$ cat src/rtl/ledgrp_pkg.sv
package ledgrp_pkg;

    // Sink and source counts fixed by the register layout
    localparam int SINKS    = 6;
    localparam int SOURCES  = 5;
    localparam int FIXED_A  = 2;

    // Control byte field positions
    localparam int CTL_ENA   = 0;
    localparam int CTL_FS_LO = 5;
    localparam int CTL_FS_HI = 6;
    localparam int CTL_PWM   = 7;

    // Grouping byte: first tie bit (pair 3/4), next is pair 5/6
    localparam int GRP_TIE0  = 6;

    localparam int EN_BITS   = 5;

endpackage

$ cat src/rtl/ledgrp_sync.sv
module ledgrp_sync #(
    parameter int STAGES = 2
) (
    input  logic clk,
    input  logic rst_n,
    input  logic async_i,
    output logic sync_o
);

    logic [STAGES-1:0] chain_d, chain_q;

    always_comb begin
        chain_d = {chain_q[STAGES-2:0], async_i};
    end

    always_ff @(posedge clk or negedge rst_n) begin
        if (!rst_n) chain_q <= '0;
        else        chain_q <= chain_d;
    end

    assign sync_o = chain_q[STAGES-1];

endmodule

$ cat src/rtl/ledgrp_route.sv
module ledgrp_route
    import ledgrp_pkg::*;
#(
    parameter int CODE_W = 6
) (
    input  logic [EN_BITS-1:0]        en_bits_i,
    input  logic [7:0]                grp_i,
    input  logic [SOURCES*CODE_W-1:0] lvl_i,
    output logic [SINKS-1:0]          member_o,
    output logic [SINKS-1:0]          en_o,
    output logic [SINKS*CODE_W-1:0]   code_o
);

    for (genvar k = 0; k < SINKS; k++) begin : g_sink
        if (k < FIXED_A) begin : g_fixed
            // Always in the shared group
            assign member_o[k] = 1'b1;
            assign en_o[k]     = en_bits_i[CTL_ENA];
            assign code_o[k*CODE_W +: CODE_W] = lvl_i[0 +: CODE_W];
        end else begin : g_free
            localparam int OWN_SLOT = k - 1;
            logic tied;
            logic joined;

            if (k % 2 == 1) begin : g_follower
                // Second sink of a pair; tie void if either sink joined
                assign tied = grp_i[GRP_TIE0 + (k - 3) / 2]
                            & ~grp_i[k - 1] & ~grp_i[k];
            end else begin : g_leader
                assign tied = 1'b0;
            end

            assign joined      = grp_i[k];
            assign member_o[k] = joined;

            always_comb begin
                if (joined) begin
                    en_o[k] = en_bits_i[CTL_ENA];
                    code_o[k*CODE_W +: CODE_W] = lvl_i[0 +: CODE_W];
                end else begin
                    en_o[k] = en_bits_i[k - 1];
                    if (tied) code_o[k*CODE_W +: CODE_W] = lvl_i[(OWN_SLOT-1)*CODE_W +: CODE_W];
                    else      code_o[k*CODE_W +: CODE_W] = lvl_i[OWN_SLOT*CODE_W +: CODE_W];
                end
            end
        end
    end

endmodule

$ cat src/rtl/led_group_gate.sv
module led_group_gate
    import ledgrp_pkg::*;
#(
    parameter int CODE_W      = 6,
    parameter int SYNC_STAGES = 2
) (
    input  logic                        clk,
    input  logic                        rst_n,
    input  logic [7:0]                  ctl_i,
    input  logic [7:0]                  grp_i,
    input  logic [SOURCES*CODE_W-1:0]   lvl_i,
    input  logic                        pwm_i,
    output logic [SINKS-1:0]            drv_en_o,
    output logic [SINKS*CODE_W-1:0]     drv_code_o,
    output logic [1:0]                  fs_code_o
);

    typedef struct packed {
        logic [SINKS-1:0]        en;
        logic [SINKS*CODE_W-1:0] code;
        logic [1:0]              fs;
    } drive_t;

    drive_t st_d, st_q;

    logic                    pwm_s;
    logic [SINKS-1:0]        member;
    logic [SINKS-1:0]        en_raw;
    logic [SINKS*CODE_W-1:0] code_raw;
    logic                    blank;

    ledgrp_sync #(.STAGES(SYNC_STAGES)) i_sync (
        .clk     (clk),
        .rst_n   (rst_n),
        .async_i (pwm_i),
        .sync_o  (pwm_s)
    );

    ledgrp_route #(.CODE_W(CODE_W)) i_route (
        .en_bits_i (ctl_i[EN_BITS-1:0]),
        .grp_i     (grp_i),
        .lvl_i     (lvl_i),
        .member_o  (member),
        .en_o      (en_raw),
        .code_o    (code_raw)
    );

    always_comb begin
        blank   = ctl_i[CTL_PWM] & ~pwm_s;
        st_d.en   = en_raw & ~(member & {SINKS{blank}});
        st_d.code = code_raw;
        st_d.fs   = {ctl_i[CTL_FS_HI], ctl_i[CTL_FS_LO]};
    end

    always_ff @(posedge clk or negedge rst_n) begin
        if (!rst_n) st_q <= '0;
        else        st_q <= st_d;
    end

    assign drv_en_o   = st_q.en;
    assign drv_code_o = st_q.code;
    assign fs_code_o  = st_q.fs;

    // full-scale selection copied with one cycle of delay
    a_r9_fs_follows: assert property (@(posedge clk) disable iff (!rst_n)
        $past(rst_n) |-> fs_code_o == {$past(ctl_i[6]), $past(ctl_i[5])});

    // the two fixed sinks follow the shared enable and code
    a_r2_fixed_code: assert property (@(posedge clk) disable iff (!rst_n)
        $past(rst_n) |-> drv_code_o[CODE_W +: CODE_W] == $past(lvl_i[0 +: CODE_W]));

    a_r2_fixed_en: assert property (@(posedge clk) disable iff (!rst_n)
        $past(rst_n) && !$past(ctl_i[0]) |-> !drv_en_o[0] && !drv_en_o[1]);

    // tie of pair 3/4 with neither sink joined
    a_r4_tie_lo: assert property (@(posedge clk) disable iff (!rst_n)
        $past(rst_n) && $past(grp_i[6] && !grp_i[2] && !grp_i[3])
        |-> drv_code_o[3*CODE_W +: CODE_W] == $past(lvl_i[CODE_W +: CODE_W]));

    // a joined follower ignores its tie
    a_r5_join_wins: assert property (@(posedge clk) disable iff (!rst_n)
        $past(rst_n) && $past(grp_i[5])
        |-> drv_code_o[5*CODE_W +: CODE_W] == $past(lvl_i[0 +: CODE_W]));

    for (genvar k = 0; k < SINKS; k++) begin : g_chk
        // members are blanked while PWM mode holds the pin low
        a_r6_pwm_blanks: assert property (@(posedge clk) disable iff (!rst_n)
            $past(rst_n) && $past(member[k] && ctl_i[7] && !pwm_s) |-> !drv_en_o[k]);

        // non-members take their routed enable regardless of PWM
        a_r7_nonmember_free: assert property (@(posedge clk) disable iff (!rst_n)
            $past(rst_n) && !$past(member[k]) |-> drv_en_o[k] == $past(en_raw[k]));
    end

endmodule

$ cat config.mk
export PLATFORM = sky130hd
export DESIGN_NAME = led_group_gate
export DESIGN_NICKNAME = d
export VERILOG_FILES = /design/src/rtl/ledgrp_pkg.sv /design/src/rtl/ledgrp_sync.sv /design/src/rtl/ledgrp_route.sv /design/src/rtl/led_group_gate.sv
export SDC_FILE = /design/constraint.sdc
export NUM_CORES = 1
export LEC_CHECK = 0
export ABC_AREA = 1
export BUFFER_PORTS_ARGS = -buffer_cell sky130_fd_sc_hd__buf_2
export CORE_ASPECT_RATIO = 1.25
export CORE_MARGIN = 2
export CORE_UTILIZATION = 23
export CTS_BUF_LIST = sky130_fd_sc_hd__clkbuf_4 sky130_fd_sc_hd__clkbuf_8
export DETAILED_ROUTE_END_ITERATION = 10
export GPL_TIMING_DRIVEN = 0
export PLACE_DENSITY = 0.53
export SETUP_SLACK_MARGIN = 0.15
export SLEW_MARGIN = 25
export SYNTH_ARGS = -nofsm -noshare
export SYNTH_HDL_FRONTEND = slang
export SYNTH_SLANG_ARGS = --single-unit
$ cat constraint.sdc
create_clock -name clk -period 2 [get_ports clk]
set_clock_uncertainty 0.05 [all_clocks]
set_input_delay 0.1 -clock clk [delete_from_list [all_inputs] [get_ports clk]]
set_output_delay 0.1 -clock clk [all_outputs]
set_load 0.02 [all_outputs]
### Yosys cells after proc, flatten, opt, wreduce, memory -nomap -nowiden

Cells that the tools add are included.

* register bits: 46
* input port bits: 49
* output and inout bits: 44
* logic and storage cells: 27

* multiplexer cells: 10
* bitwise logic cells: 13

Operators with widths (number)
* $mux 6: 6
* $and 6x6->6: 2
* $not 6->6: 1
* $and 1x1->1: 5
* $not 1->1: 5
* $mux 1: 4

### Depth between registers and ports, before layout

* depth after elaboration: 5
* mapped depth: 6
* gate-level depth less buffers: 6

### By module

A second synthesis with hierarchy kept.

* cell total of the unflattened synthesis: 200
* area, all modules: 1953.1 µm²

Modules (own cells, without submodules)
* led_group_gate: times used 1, cells an instance 63, area each 1179.9 µm², sequential area each 1101.1 µm²
* ledgrp_route: times used 1, cells an instance 135, area each 723.2 µm², sequential area each 0.0 µm²
* ledgrp_sync: times used 1, cells an instance 2, area each 50.0 µm², sequential area each 50.0 µm²

### Worst setup path before layout

No wires, ideal clock.

* path kind: register to register
* start: register i_sync.chain_q[1]
* end: register st_q, in the netlist drv_en_o[2]
* setup time: 0.119 ns
* arrival: 0.635 ns
* data required time: 1.831 ns
* setup slack: 1.196 ns
* stages on the path, launching flop included: 5
* buffers on the path: 0
* period minus slack after synthesis: 0.804 ns
* cells stage by stage: dfrtp_1 inv_1 nand2_1 a31oi_1 inv_1

RTL lines
* start: declaration: RTL line ledgrp_sync.sv:10 `logic [STAGES-1:0] chain_d, chain_q;`
* start signal: assignment: RTL line ledgrp_sync.sv:18 `else chain_q <= chain_d;`
* end signal: assignment: RTL line led_group_gate.sv:57 `else st_q <= st_d;`
* end: declaration: RTL line led_group_gate.sv:24 `drive_t st_d, st_q;`

### Worst setup path after layout

* start: register st_q, in the netlist drv_code_o[11]
* end: output drv_code_o[11]

RTL lines
* end: declaration: RTL line led_group_gate.sv:14 `output logic [SINKS*CODE_W-1:0] drv_code_o,`

No word-level cell between the ends.

==> reports/results.env <==
ROUTED_WIRELENGTH_UM=4340
DRV_CAP=0
HOLD_VIOL=0
ROWS=34
IRDROPWORSTVDD_uV=298
CRIT_CHAIN='buf_4 -> buf_2'
DETAILEDPLACEMENTHPWL_UM=3330
CTS_ROOT_BUFFER='sky130_fd_sc_hd__clkbuf_8'
TIMING_MAX_TRANSITION_VIOLATIONS_FINAL=0
CRITPATHBUFINV=2
CRITICAL_PATH.TOP_DELAY_FAMILY='flip-flops'
NETS=340
SETUP.WORST_PATH.START_CLASS='register'
NUMCLOCKSINKS=39
CRIT_ARRIVAL_NS=0.96
GRT_FIRST_PASS_WIRELENGTH_UM=6760
FLOORPLAN.DIE.HEIGHT_UM=97.8
YOSYS.AREA.TOP_TYPE='sky130_fd_sc_hd__dfrtp_1'
SLEW-LIMIT-HEADROOM_PCT=43.6
VIAS_PER_CELL=3.96
WORSTSETUPPATHTYPE='reg2out'
FINAL_CRITICAL_PATH_SETUP_SLACK_NS=0.890
INITIAL_UTILIZATION_PCT=23.5
PLACEMENT.IO_BUFFERS=90
CLOCK_LATENCY_LATE_SINK_NS=0.29
PATH_MAX_FANOUT=2
ROUTABILITYCONGESTION=0.718
FINISH.CELL_COUNT_WITHOUT_FILLERS=382
CRIT_PATH_TOP_DELAY_CELL='sky130_fd_sc_hd__dfrtp_1'
MIN_PATH_TYPE='in2reg'
LAYOUT.AREA.SEQ_UM2=976
GRT.TOTAL_USAGE_PCT=11.6
DETAIL_ROUTE.WL_PER_CELL_UM=11.3
CORE_AREA_UM2=6890
ROUTE.VIAS.TOTAL=1512
SEQ_CELLS_POST_SYNTH=39
POWER.DENSITY_CELL_AREA_nW_PER_UM2=750
OUTCOME='finished, final reports clean'
DRCVIOLATIONCOUNT=0
WORST_HOLD_SLACK_NS=0.0216
MET3_LENGTH_UM=238
POST_CTS.RESIZED_INSTANCES=0
GRT_MAX_DEGREE=40
FIRST_GLOBAL_VIAS=1410
AREA_GROWTH_PCT=48.0
ACHIEVABLE-FREQUENCY_MHz=901
DRT-PASS1-ITER-COUNT=4
ANTENNA_FOUND_INITIAL=0
MET2_WIRELENGTH_UM=2170
POWER.LEAKAGE_uW=0.00139
CLOCK_TREE.HTREE_LEVEL_COUNT=2
POSTSYNTHCELLCOUNT=183
OVERFLOW=0
SYNTH_SEQ_AREA_SHARE_PCT=60.3
SYNTH.YOSYS.WARNINGS=0
NETLIST_AREA_PRE_PLACE_UM2=1620
DIE_BOUNDARY_WIDTH_UM=79.0
CTS_TREE='built'
MAXUSEDROUTINGLAYER='met4'
IO_PINS=93
WL_MET1_UM=1860
TOTALNEGATIVESETUPSLACK_NS=0
LAYOUT_MIN_CYCLE_TIME_NS=1.11
CRITPATHMAXSTAGEDELAY_NS=0.39
FILLERS=751
DRT_ITER0_MARKERS=19
SYNTH_FP_NETS=232
CTSLONGESTPATHBUFFERS=2
DRT.ANTENNA.VIOLATING_NETS=0
MULTI_INPUT_COMB_AREA_UM2=433
SYNTH.TOP_CELLS.BY_AREA='sky130_fd_sc_hd__dfrtp_1 (60%), sky130_fd_sc_hd__nand2_1 (12%), sky130_fd_sc_hd__inv_1 (8.3%)'
FP.DIEAREA_UM2=7730
FINAL_CYCLE_UTILIZATION_OF_THE_CRITICAL_PATH_PCT=55.5
RSZ0062_AT_GRT='no'
AVERAGE_FOOTPRINT_OF_A_SYNTHESIZED_CELL_UM2=8.85
TIGHTEST_SLEW_NS=0.846
N_ANTENNA_CELL=0
CTS_BUFFERS=5
SETUP-VIOLATIONS-FINAL=0
CRITPATHREQUIREDTIME_NS=1.85
SYNTH_TOP_AREA_SHARE_PCT=60.3
DP_WORST_SETUP_SLACK_NS=1.07
NATURE_OF_THE_CRITICAL_PATH_ENDPOINT='primary output'
NUMPLACEDINSTANCES=363
SYNTH_CELL_TYPES=15
FRACTION_OF_LAYOUT_CELLS_WITH_A_SIZE_SUFFIX_ABOVE_1_PCT=38.4
CLK_PIN_SLEW_WORST_PATHS_NS=0.08
## path summary, 6_finish.rpt
kind | startpoint | depth (start not counted) | slack, ns | to
max in group asynchronous | rst_n | 2 | 0.96 | drv_en_o[5]
max reg2reg | i_sync.chain_q[1] | 4 | 1.09 | drv_en_o[4]
min | lvl_i[22] | 3 | 0.02 | drv_code_o[28]
min reg2reg | i_sync.chain_q[0] | 0 | 0.31 | i_sync.chain_q[1]
max | drv_code_o[11] | 2 | 0.89 | drv_code_o[11]
min in group asynchronous | rst_n | 2 | 0.41 | drv_code_o[16]
## where the power goes
part | switching [µW] | total (µW) | internal (µW)
Combinational | 219 | 353 | 133
Sequential | 14.6 | 859 | 845
Clock | 258 | 586 | 328
Total | 492 | 1800 | 1310
## what timing repair did
action / in CTS / in global routing
hold buffers: 11 / 0
setup buffers: 0 / 0
endpoints found under the hold margin: 49 / 0
## cells in the final DEF, fill, tap and decap left out
cell,count
sky130_fd_sc_hd__nand2_2,1
sky130_fd_sc_hd__nand3_1,7
sky130_fd_sc_hd__nand2_4,1
sky130_fd_sc_hd__clkbuf_8,7
sky130_fd_sc_hd__nand2_1,50
sky130_fd_sc_hd__nand4_1,6
sky130_fd_sc_hd__a21boi_0,1
sky130_fd_sc_hd__inv_1,36
sky130_fd_sc_hd__buf_2,93
sky130_fd_sc_hd__o21ai_0,12
sky130_fd_sc_hd__a21oi_1,8
sky130_fd_sc_hd__nor2_1,6
sky130_fd_sc_hd__a31oi_1,4
sky130_fd_sc_hd__buf_4,7
sky130_fd_sc_hd__dlygate4sd3_1,11
sky130_fd_sc_hd__clkbuf_4,1
sky130_fd_sc_hd__inv_2,2
sky130_fd_sc_hd__dfrtp_1,39
## cells by family after synthesis
| group | share of synthesized area (%) |
|---|---|
| AO/OA/AOI/OAI | 8.19 |
| buffers and inverters | 13.0 |
| flip-flops | 60.3 |
| AND/OR/NAND/NOR | 18.5 |
## Yosys cell counts
master                     number
sky130_fd_sc_hd__o21ai_0       12
sky130_fd_sc_hd__inv_2          2
sky130_fd_sc_hd__nand2_2        1
sky130_fd_sc_hd__inv_1         36
sky130_fd_sc_hd__buf_2          3
sky130_fd_sc_hd__a21boi_0       1
sky130_fd_sc_hd__nand2_4        1
sky130_fd_sc_hd__nand3_1        7
sky130_fd_sc_hd__a31oi_1        4
sky130_fd_sc_hd__dfrtp_1       39
sky130_fd_sc_hd__nor2_1         6
sky130_fd_sc_hd__nand2_1       50
sky130_fd_sc_hd__a21oi_1        8
sky130_fd_sc_hd__buf_4          7
sky130_fd_sc_hd__nand4_1        6
## worst min-delay path: cells and delay by family
family	cells	cell delay, ns
compound gates	1	0.06
buf+inv	1	0.10
simple gates	1	0.05
## stage by stage
step           util, %  power, µW  area (µm²)
5_1_grt           34.8       1910        2400
3_5_place_dp      31.7       1220        2180
3_3_place_gp      31.7       1210        2180
4_1_cts           34.8       1830        2400
6_report          34.8       1800        2400
2_1_floorplan        -       1050        1620
## metal layers
metal,up-vias,GRT usage [%]
li1,769,-
met1,681,13.7
met2,57,19.6
met3,5,2.87
met4,0,5.17
met5,-,0
## flip-flops by register name, indices dropped and copies added (netlist names)
register / count
drv_code_o: 30
i_sync.chain_q: 2
fs_code_o: 2
drv_en_o: 5
## cell type report
| type | count | share of cell area (%) |
|---|---|---|
| sequential | 39 | 40.7 |
| timing repair buffer | 101 | 23.4 |
| multi-input combinational | 96 | 18.1 |
| inverter | 38 | 5.95 |
| tap | 90 | 4.70 |
| clock buffer | 8 | 4.33 |
| buffer | 10 | 2.82 |
(Power assumes the default switching activity.)
